[src/rtl/fc_pkg.sv]
package fc_pkg;

    localparam int DEF_TREES  = 4;
    localparam int DEF_DEPTH  = 3;
    localparam int DEF_FEATS  = 4;
    localparam int DEF_FEAT_W = 8;
    localparam int DEF_VAL_W  = 8;

    typedef enum logic {
        CFG_NODE = 1'b0,
        CFG_LEAF = 1'b1
    } cfg_kind_e;

    // Bits needed to index n items, never less than one.
    function automatic int bits_for(input int n);
        int b;
        b = 1;
        while ((1 << b) < n) b++;
        return b;
    endfunction

endpackage

[src/rtl/fc_tree_stage.sv]
module fc_tree_stage #(
    parameter int LEVEL  = 0,
    parameter int DEPTH  = fc_pkg::DEF_DEPTH,
    parameter int N_FEAT = fc_pkg::DEF_FEATS,
    parameter int FEAT_W = fc_pkg::DEF_FEAT_W,
    parameter int VAL_W  = fc_pkg::DEF_VAL_W,
    parameter int FIDX_W = fc_pkg::bits_for(fc_pkg::DEF_FEATS)
) (
    input  logic                     clk,
    input  logic                     rst,
    input  logic [N_FEAT*FEAT_W-1:0] smp_in,
    input  logic [DEPTH:0]           heap_in,
    output logic [N_FEAT*FEAT_W-1:0] smp_out,
    output logic [DEPTH:0]           heap_out,
    input  logic                     wr_en,
    input  logic [DEPTH-1:0]         wr_addr,
    input  logic [FIDX_W-1:0]        wr_feat,
    input  logic [VAL_W-1:0]         wr_val
);

    localparam int NODES = 1 << LEVEL;
    localparam logic [DEPTH:0] HEAP_RST = (DEPTH + 1)'(2 * NODES);

    logic [FIDX_W-1:0] feat_q [NODES];
    logic [VAL_W-1:0]  thr_q  [NODES];

    int               rd_slot;
    int               wr_slot;
    int               feat_sel;
    logic             hit;
    logic [FEAT_W-1:0] probe;
    logic             go_right;

    // Heap indices of this level lie in [NODES, 2*NODES); the low bits give the slot.
    always_comb begin
        rd_slot  = int'(heap_in) % NODES;
        wr_slot  = int'(wr_addr) % NODES;
        hit      = wr_en && (int'(wr_addr) >= NODES) && (int'(wr_addr) < 2 * NODES);
        feat_sel = int'(feat_q[rd_slot]) % N_FEAT;
        probe    = smp_in[feat_sel*FEAT_W +: FEAT_W];
        go_right = !(probe < thr_q[rd_slot]);
    end

    always_ff @(posedge clk) begin
        if (rst) begin
            smp_out  <= '0;
            heap_out <= HEAP_RST;
            for (int i = 0; i < NODES; i++) begin
                feat_q[i] <= '0;
                thr_q[i]  <= '0;
            end
        end else begin
            smp_out  <= smp_in;
            heap_out <= {heap_in[DEPTH-1:0], go_right};
            if (hit) begin
                feat_q[wr_slot] <= wr_feat;
                thr_q[wr_slot]  <= wr_val;
            end
        end
    end

endmodule

[src/rtl/fc_tree.sv]
module fc_tree #(
    parameter int DEPTH  = fc_pkg::DEF_DEPTH,
    parameter int N_FEAT = fc_pkg::DEF_FEATS,
    parameter int FEAT_W = fc_pkg::DEF_FEAT_W,
    parameter int VAL_W  = fc_pkg::DEF_VAL_W,
    parameter int FIDX_W = fc_pkg::bits_for(fc_pkg::DEF_FEATS)
) (
    input  logic                     clk,
    input  logic                     rst,
    input  logic [N_FEAT*FEAT_W-1:0] smp_in,
    input  logic                     node_we,
    input  logic                     leaf_we,
    input  logic [DEPTH-1:0]         wr_addr,
    input  logic [FIDX_W-1:0]        wr_feat,
    input  logic [VAL_W-1:0]         wr_val,
    output logic signed [VAL_W-1:0]  leaf_out
);

    localparam int IDX_W  = DEPTH + 1;
    localparam int LEAVES = 1 << DEPTH;
    localparam int SAMP_W = N_FEAT * FEAT_W;

    logic [SAMP_W-1:0] smp_w  [DEPTH+1];
    logic [IDX_W-1:0]  heap_w [DEPTH+1];

    assign smp_w[0]  = smp_in;
    assign heap_w[0] = IDX_W'(1);

    generate
        for (genvar l = 0; l < DEPTH; l++) begin : g_level
            fc_tree_stage #(
                .LEVEL (l),
                .DEPTH (DEPTH),
                .N_FEAT(N_FEAT),
                .FEAT_W(FEAT_W),
                .VAL_W (VAL_W),
                .FIDX_W(FIDX_W)
            ) u_stage (
                .clk     (clk),
                .rst     (rst),
                .smp_in  (smp_w[l]),
                .heap_in (heap_w[l]),
                .smp_out (smp_w[l+1]),
                .heap_out(heap_w[l+1]),
                .wr_en   (node_we),
                .wr_addr (wr_addr),
                .wr_feat (wr_feat),
                .wr_val  (wr_val)
            );
        end
    endgenerate

    logic signed [VAL_W-1:0] vote_q [LEAVES];
    int                      pick;

    always_comb pick = int'(heap_w[DEPTH]) % LEAVES;

    always_ff @(posedge clk) begin
        if (rst) begin
            leaf_out <= '0;
            for (int j = 0; j < LEAVES; j++) vote_q[j] <= '0;
        end else begin
            leaf_out <= vote_q[pick];
            if (leaf_we) vote_q[int'(wr_addr)] <= $signed(wr_val);
        end
    end

    // The sample copy leaving the last level is not needed past the leaf table.
    logic unused_tail;
    assign unused_tail = ^smp_w[DEPTH];

endmodule

[src/rtl/fc_forest.sv]
module fc_forest #(
    parameter int N_TREES = fc_pkg::DEF_TREES,
    parameter int DEPTH   = fc_pkg::DEF_DEPTH,
    parameter int N_FEAT  = fc_pkg::DEF_FEATS,
    parameter int FEAT_W  = fc_pkg::DEF_FEAT_W,
    parameter int VAL_W   = fc_pkg::DEF_VAL_W,
    localparam int TREE_W = fc_pkg::bits_for(N_TREES),
    localparam int FIDX_W = fc_pkg::bits_for(N_FEAT),
    localparam int SHIFT  = $clog2(N_TREES),
    localparam int SUM_W  = VAL_W + SHIFT,
    localparam int SAMP_W = N_FEAT * FEAT_W
) (
    input  logic                    clk,
    input  logic                    rst,
    input  logic                    in_valid,
    input  logic [SAMP_W-1:0]       in_sample,
    input  logic                    cfg_we,
    input  logic                    cfg_leaf,
    input  logic [TREE_W-1:0]       cfg_tree,
    input  logic [DEPTH-1:0]        cfg_addr,
    input  logic [FIDX_W-1:0]       cfg_feat,
    input  logic [VAL_W-1:0]        cfg_val,
    output logic                    out_valid,
    output logic signed [SUM_W-1:0] out_sum,
    output logic signed [VAL_W-1:0] out_avg
);

    // Capture edge to result: N_TREES skew/accumulate registers plus DEPTH levels,
    // counted as LAT registered stages including the capture edge.
    localparam int LAT = N_TREES + DEPTH + 1;

    typedef struct packed {
        fc_pkg::cfg_kind_e   kind;
        logic [TREE_W-1:0]   tree;
    } cfg_sel_t;

    cfg_sel_t sel;
    always_comb begin
        sel.kind = fc_pkg::cfg_kind_e'(cfg_leaf);
        sel.tree = cfg_tree;
    end

    // Sample pipeline perpendicular to the tree depth: tree t sees the vector t cycles late.
    logic [SAMP_W-1:0]       skew_q [N_TREES-1];
    logic signed [VAL_W-1:0] vote   [N_TREES];
    logic signed [SUM_W-1:0] acc_q  [N_TREES];
    logic [LAT-1:0]          vld_q;

    always_ff @(posedge clk) begin
        if (rst) begin
            for (int i = 0; i < N_TREES - 1; i++) skew_q[i] <= '0;
        end else begin
            skew_q[0] <= in_sample;
            for (int i = 1; i < N_TREES - 1; i++) skew_q[i] <= skew_q[i-1];
        end
    end

    generate
        for (genvar t = 0; t < N_TREES; t++) begin : g_tree
            logic              node_we;
            logic              leaf_we;
            logic [SAMP_W-1:0] feed;

            assign node_we = cfg_we && (sel.kind == fc_pkg::CFG_NODE) && (int'(sel.tree) == t);
            assign leaf_we = cfg_we && (sel.kind == fc_pkg::CFG_LEAF) && (int'(sel.tree) == t);

            if (t == 0) begin : g_head
                assign feed = in_sample;
            end else begin : g_late
                assign feed = skew_q[t-1];
            end

            fc_tree #(
                .DEPTH (DEPTH),
                .N_FEAT(N_FEAT),
                .FEAT_W(FEAT_W),
                .VAL_W (VAL_W),
                .FIDX_W(FIDX_W)
            ) u_tree (
                .clk     (clk),
                .rst     (rst),
                .smp_in  (feed),
                .node_we (node_we),
                .leaf_we (leaf_we),
                .wr_addr (cfg_addr),
                .wr_feat (cfg_feat),
                .wr_val  (cfg_val),
                .leaf_out(vote[t])
            );
        end
    endgenerate

    // Chained accumulation: acc_q[t-1] and vote[t] belong to the same vector in the same cycle.
    always_ff @(posedge clk) begin
        if (rst) begin
            for (int i = 0; i < N_TREES; i++) acc_q[i] <= '0;
            vld_q <= '0;
        end else begin
            acc_q[0] <= SUM_W'(vote[0]);
            for (int i = 1; i < N_TREES; i++) acc_q[i] <= acc_q[i-1] + SUM_W'(vote[i]);
            vld_q <= {vld_q[LAT-2:0], in_valid};
        end
    end

    assign out_valid = vld_q[LAT-1];
    assign out_sum   = out_valid ? acc_q[N_TREES-1] : '0;
    assign out_avg   = out_valid ? VAL_W'(acc_q[N_TREES-1] >>> SHIFT) : '0;

endmodule

[config.mk]
export PLATFORM = sky130hd
export DESIGN_NAME = fc_forest
export DESIGN_NICKNAME = d
export VERILOG_FILES = /design/src/rtl/fc_pkg.sv /design/src/rtl/fc_tree_stage.sv /design/src/rtl/fc_tree.sv /design/src/rtl/fc_forest.sv
export SDC_FILE = /design/constraint.sdc
export NUM_CORES = 1
export LEC_CHECK = 0
export ABC_AREA = 1
export BUFFER_PORTS_ARGS = -buffer_cell sky130_fd_sc_hd__buf_4
export CORE_MARGIN = 10
export CORE_UTILIZATION = 55
export CTS_BUF_LIST = sky130_fd_sc_hd__clkbuf_4 sky130_fd_sc_hd__clkbuf_8 sky130_fd_sc_hd__clkbuf_16
export CTS_CLUSTER_DIAMETER = 60
export CTS_CLUSTER_SIZE = 28
export DETAILED_ROUTE_END_ITERATION = 12
export PLACE_DENSITY = 0.71
export SYNTH_ARGS = -nofsm -noshare
export SYNTH_HDL_FRONTEND = slang
export SYNTH_SLANG_ARGS = --single-unit
[constraint.sdc]
create_clock -name clk -period 3.9 [get_ports clk]
set_input_delay 0.78 -clock clk [delete_from_list [all_inputs] [get_ports clk]]
set_output_delay 0.78 -clock clk [all_outputs]
set_load 0.02 [all_outputs]
==> results.sh <==
export IMPL_clk_pin_slew_worst_paths_ns=0.11
export IMPL_dpl_cell_area_sq_um=37300
export IMPL_power_density_nw_per_um2=481
export IMPL_rsz0062_at_grt="no"
export IMPL_tightest_slew_ns=1.03
export IMPL_ant_nets=0
export IMPL_ys_types=39
export IMPL_die_y_microns=276
export IMPL_drc=0
export IMPL_syn_cell_area_sq_um=36000
export IMPL_dieArea_sq_um=76100
export IMPL_ctsHoldBuffers=0
export IMPL_arrival_ns=3.55
export IMPL_synth_top_cells_by_count="nor2_1 (993), edfxtp_1 (536), nand2_1 (429), o21ai_0 (359), inv_1 (328)"
export IMPL_cts_root_buffer="clkbuf_16"
export IMPL_fin_crit_sh=0.785
export IMPL_syn_num_nets=4042
export IMPL_die_w_microns=276
export IMPL_ys_seq_elements=798
export IMPL_grt_max_degree=77
export IMPL_async_flop_share=0
export IMPL_startpoint_type="flop"
export IMPL_yosysWarnings=0
export IMPL_post_cts_resized=0
export IMPL_fin_ws_ns=0.840
export IMPL_synthCells=3877
export IMPL_vias=26566
export IMPL_drive_gt1_frac=0.0899
export IMPL_vias_per_cell=5.60
export IMPL_p_total_mw=18.8
export IMPL_slew_violations=0
export IMPL_nFillCells=5517
export IMPL_placedCellCount=4659
export IMPL_slew_headroom=0.315
export IMPL_cts_htree_levels=2
export IMPL_cts_buffers=48
export IMPL_cts_sinks=798
export IMPL_critPathMaxFanout=24
export IMPL_finalHoldViolations=0
export IMPL_status="finished, final reports clean"
export IMPL_grt_pass1_vias=24771
export IMPL_tns_ns=0
export IMPL_grt_pass1_wl_mm=143
export IMPL_max_cap_viol_count=0
export IMPL_fin_area_sq_um=39000
export IMPL_place_ws_ns=0.899
export IMPL_port_buffers=70
export IMPL_nets=4019
export IMPL_track_usage=0.244
export IMPL_io_pins=71
export IMPL_clk_latency_ns=0.64
export IMPL_post_cts_buffers=0
export IMPL_max_freq_mhz=327
export IMPL_grt_antenna_before_repair=3
export IMPL_rows=93
export IMPL_vdd_drop_max_v=0.000395
export IMPL_yosysMostFrequentCell="nor2_1"
export IMPL_synth_largest_area_cell="edfxtp_1"
export IMPL_leakagePower_nw=15.4
export IMPL_syn2layout_area_growth_pct=8.42
export IMPL_post_drt_wl_per_cell_microns=19.7
export IMPL_hold_path_class="in -> reg"
export IMPL_hpwlAfterDp_mm=63.9
export IMPL_gp_congestion=0.955
export IMPL_clockBufferDepth=3
export IMPL_critPathRequiredTime_ns=4.39
export IMPL_synth_top_cell_area_share=0.447
export IMPL_min_period_ns=3.06
export IMPL_clock_skew_ns=0.0348
export IMPL_setup_viol=0
export IMPL_avgSynthCellArea_sq_um=9.28
export IMPL_routed_wl_mm=93.7
export IMPL_ys_seq_area_frac=0.593
export IMPL_coreArea_sq_um=64600
export IMPL_globalRouteOverflowTotal=0
export IMPL_synth_area_leaders="edfxtp_1 (45%), dfxtp_1 (15%), nor2_1 (10%)"
export IMPL_worst_setup_path_type="reg -> reg"
export IMPL_layout_cells_non_filler=4748
export IMPL_cts_tree="built"
export IMPL_endpoint_kind="flop"
export IMPL_synth_ff_type="edfxtp_1"
export IMPL_drt_iter0_markers=3000
export IMPL_synth_enable_flop_cells=536
export IMPL_drt_pass1_iter_count=6
export IMPL_initial_core_util=0.557
export IMPL_r2r_setup_slack_ns=0.84
[through the flow]
| stage | util | hold WS (ns) |
|---|---|---|
| 2_1_floorplan | - | 0.388 |
| 3_3_place_gp | 0.577 | 0.391 |
| 3_5_place_dp | 0.577 | 0.394 |
| 4_1_cts | 0.604 | 0.330 |
| 5_1_grt | 0.604 | 0.350 |
| 6_report | 0.604 | 0.348 |
[report_power, final]
| part | switching [mW] | total (mW) | leakage, nW | internal [mW] |
|---|---|---|---|---|
| clock | 3.20 | 5.87 | 0.850 | 2.67 |
| combinational | 2.10 | 3.08 | 7.31 | 0.981 |
| sequential | 0.278 | 9.80 | 7.24 | 9.52 |
[logic make-up after synthesis]
| kind of cell | after synthesis | synth area share |
|---|---|---|
| adder cells (fa/ha/maj) | 113 | 0.0399 |
| AO/OA/AOI/OAI | 786 | 0.118 |
| buffers and inverters | 586 | 0.0652 |
| multiplexers | 28 | 0.00779 |
| flip-flops | 798 | 0.593 |
| AND/OR/NAND/NOR | 1564 | 0.176 |
| XOR/XNOR | 2 | 0.000487 |
[sequential cells by signal, indices dropped and copies added (netlist names)]
name                                    cells
acc_q                                      38
g_tree.u_tree.g_level.u_stage.feat_q       56
g_tree.u_tree.g_level.u_stage.heap_out     24
g_tree.u_tree.g_level.u_stage.smp_out     157
g_tree.u_tree.g_level.u_stage.thr_q       224
g_tree.u_tree.leaf_out                     32
g_tree.u_tree.vote_q                      256
skew_q                                      3
vld_q                                       8
[final timing paths]
kind,from,end,cells after the start
max,g_tree[2].u_tree.g_level[0].u_stage.heap_out[0]$_SDFF_PP0_,g_tree[2].u_tree.g_level[1].u_stage.heap_out[0]$_SDFF_PP0_,11
min,in_valid,vld_q[0]$_SDFF_PP0_,3
max reg2reg,g_tree[2].u_tree.g_level[0].u_stage.heap_out[0]$_SDFF_PP0_,g_tree[2].u_tree.g_level[1].u_stage.heap_out[0]$_SDFF_PP0_,11
min reg2reg,vld_q[6]$_SDFF_PP0_,vld_q[7]$_SDFF_PP0_,2
[cell usage in the layout (no fill, tap or decap), types with 3 or more instances in the layout]
cell type  synthesis  routed
nor2_1           993     993
edfxtp_1         536     536
nand2_1          429     429
o21ai_0          359     359
inv_1            328     320
a21oi_1          290     290
dfxtp_1          262     262
buf_4             14     128
ha_1             110     110
nand3_1           55      55
clkbuf_16          0      50
a31oi_1           45      45
inv_2             35      43
o22ai_1           39      39
nand2_2           33      33
mux2i_1           28      28
a32o_1            28      28
nor2_2            22      22
nor2_4            13      13
a211oi_1          13      13
clkinv_1          11      10
inv_8              0       8
buf_12             0       8
inv_12             0       5
clkinv_8           0       5
nand3_2            4       4
o32ai_1            4       4
nor3_4             4       4
inv_16             0       4
inv_4              2       3
nor4_4             3       3
a21o_1             3       3
nand4_1            3       3
fa_1               3       3
clkinv_4           0       3
inv_6              0       3
clkinv_2           0       3
[layer usage]
metal | up-vias | part of all wire | global-route usage
met5 | - | 0.00023 | 0
met4 | 4 | 0.031 | 0.0835
met3 | 172 | 0.089 | 0.0322
met2 | 1195 | 0.46 | 0.393
met1 | 12363 | 0.42 | 0.336
li1 | 12832 | - | -
[critical path, cell delays in order, from the launching register on]
cell and delay, ns:
dfxtp_1 0.69, nand2_1 0.13, nand2_1 0.52, clkinv_1 0.41, o21ai_0 0.24, a21oi_1 0.07, a21oi_1 0.15, ha_1 0.25
nand2_1 0.09, nor2_1 0.05, a211oi_1 0.19, a21oi_1 0.14
[cell type report]
class	count	area (sq um)	share of cell area
antenna	1	2.50	0.0000641
clock buffer	52	1270	0.0326
inverter	376	1420	0.0364
multi-input combinational	2493	12300	0.315
tap	855	1070	0.0274
clock inverter	36	480	0.0123
sequential	798	21300	0.547
timing repair buffer	137	1130	0.0291
Power figures use the tool's default switching activity.
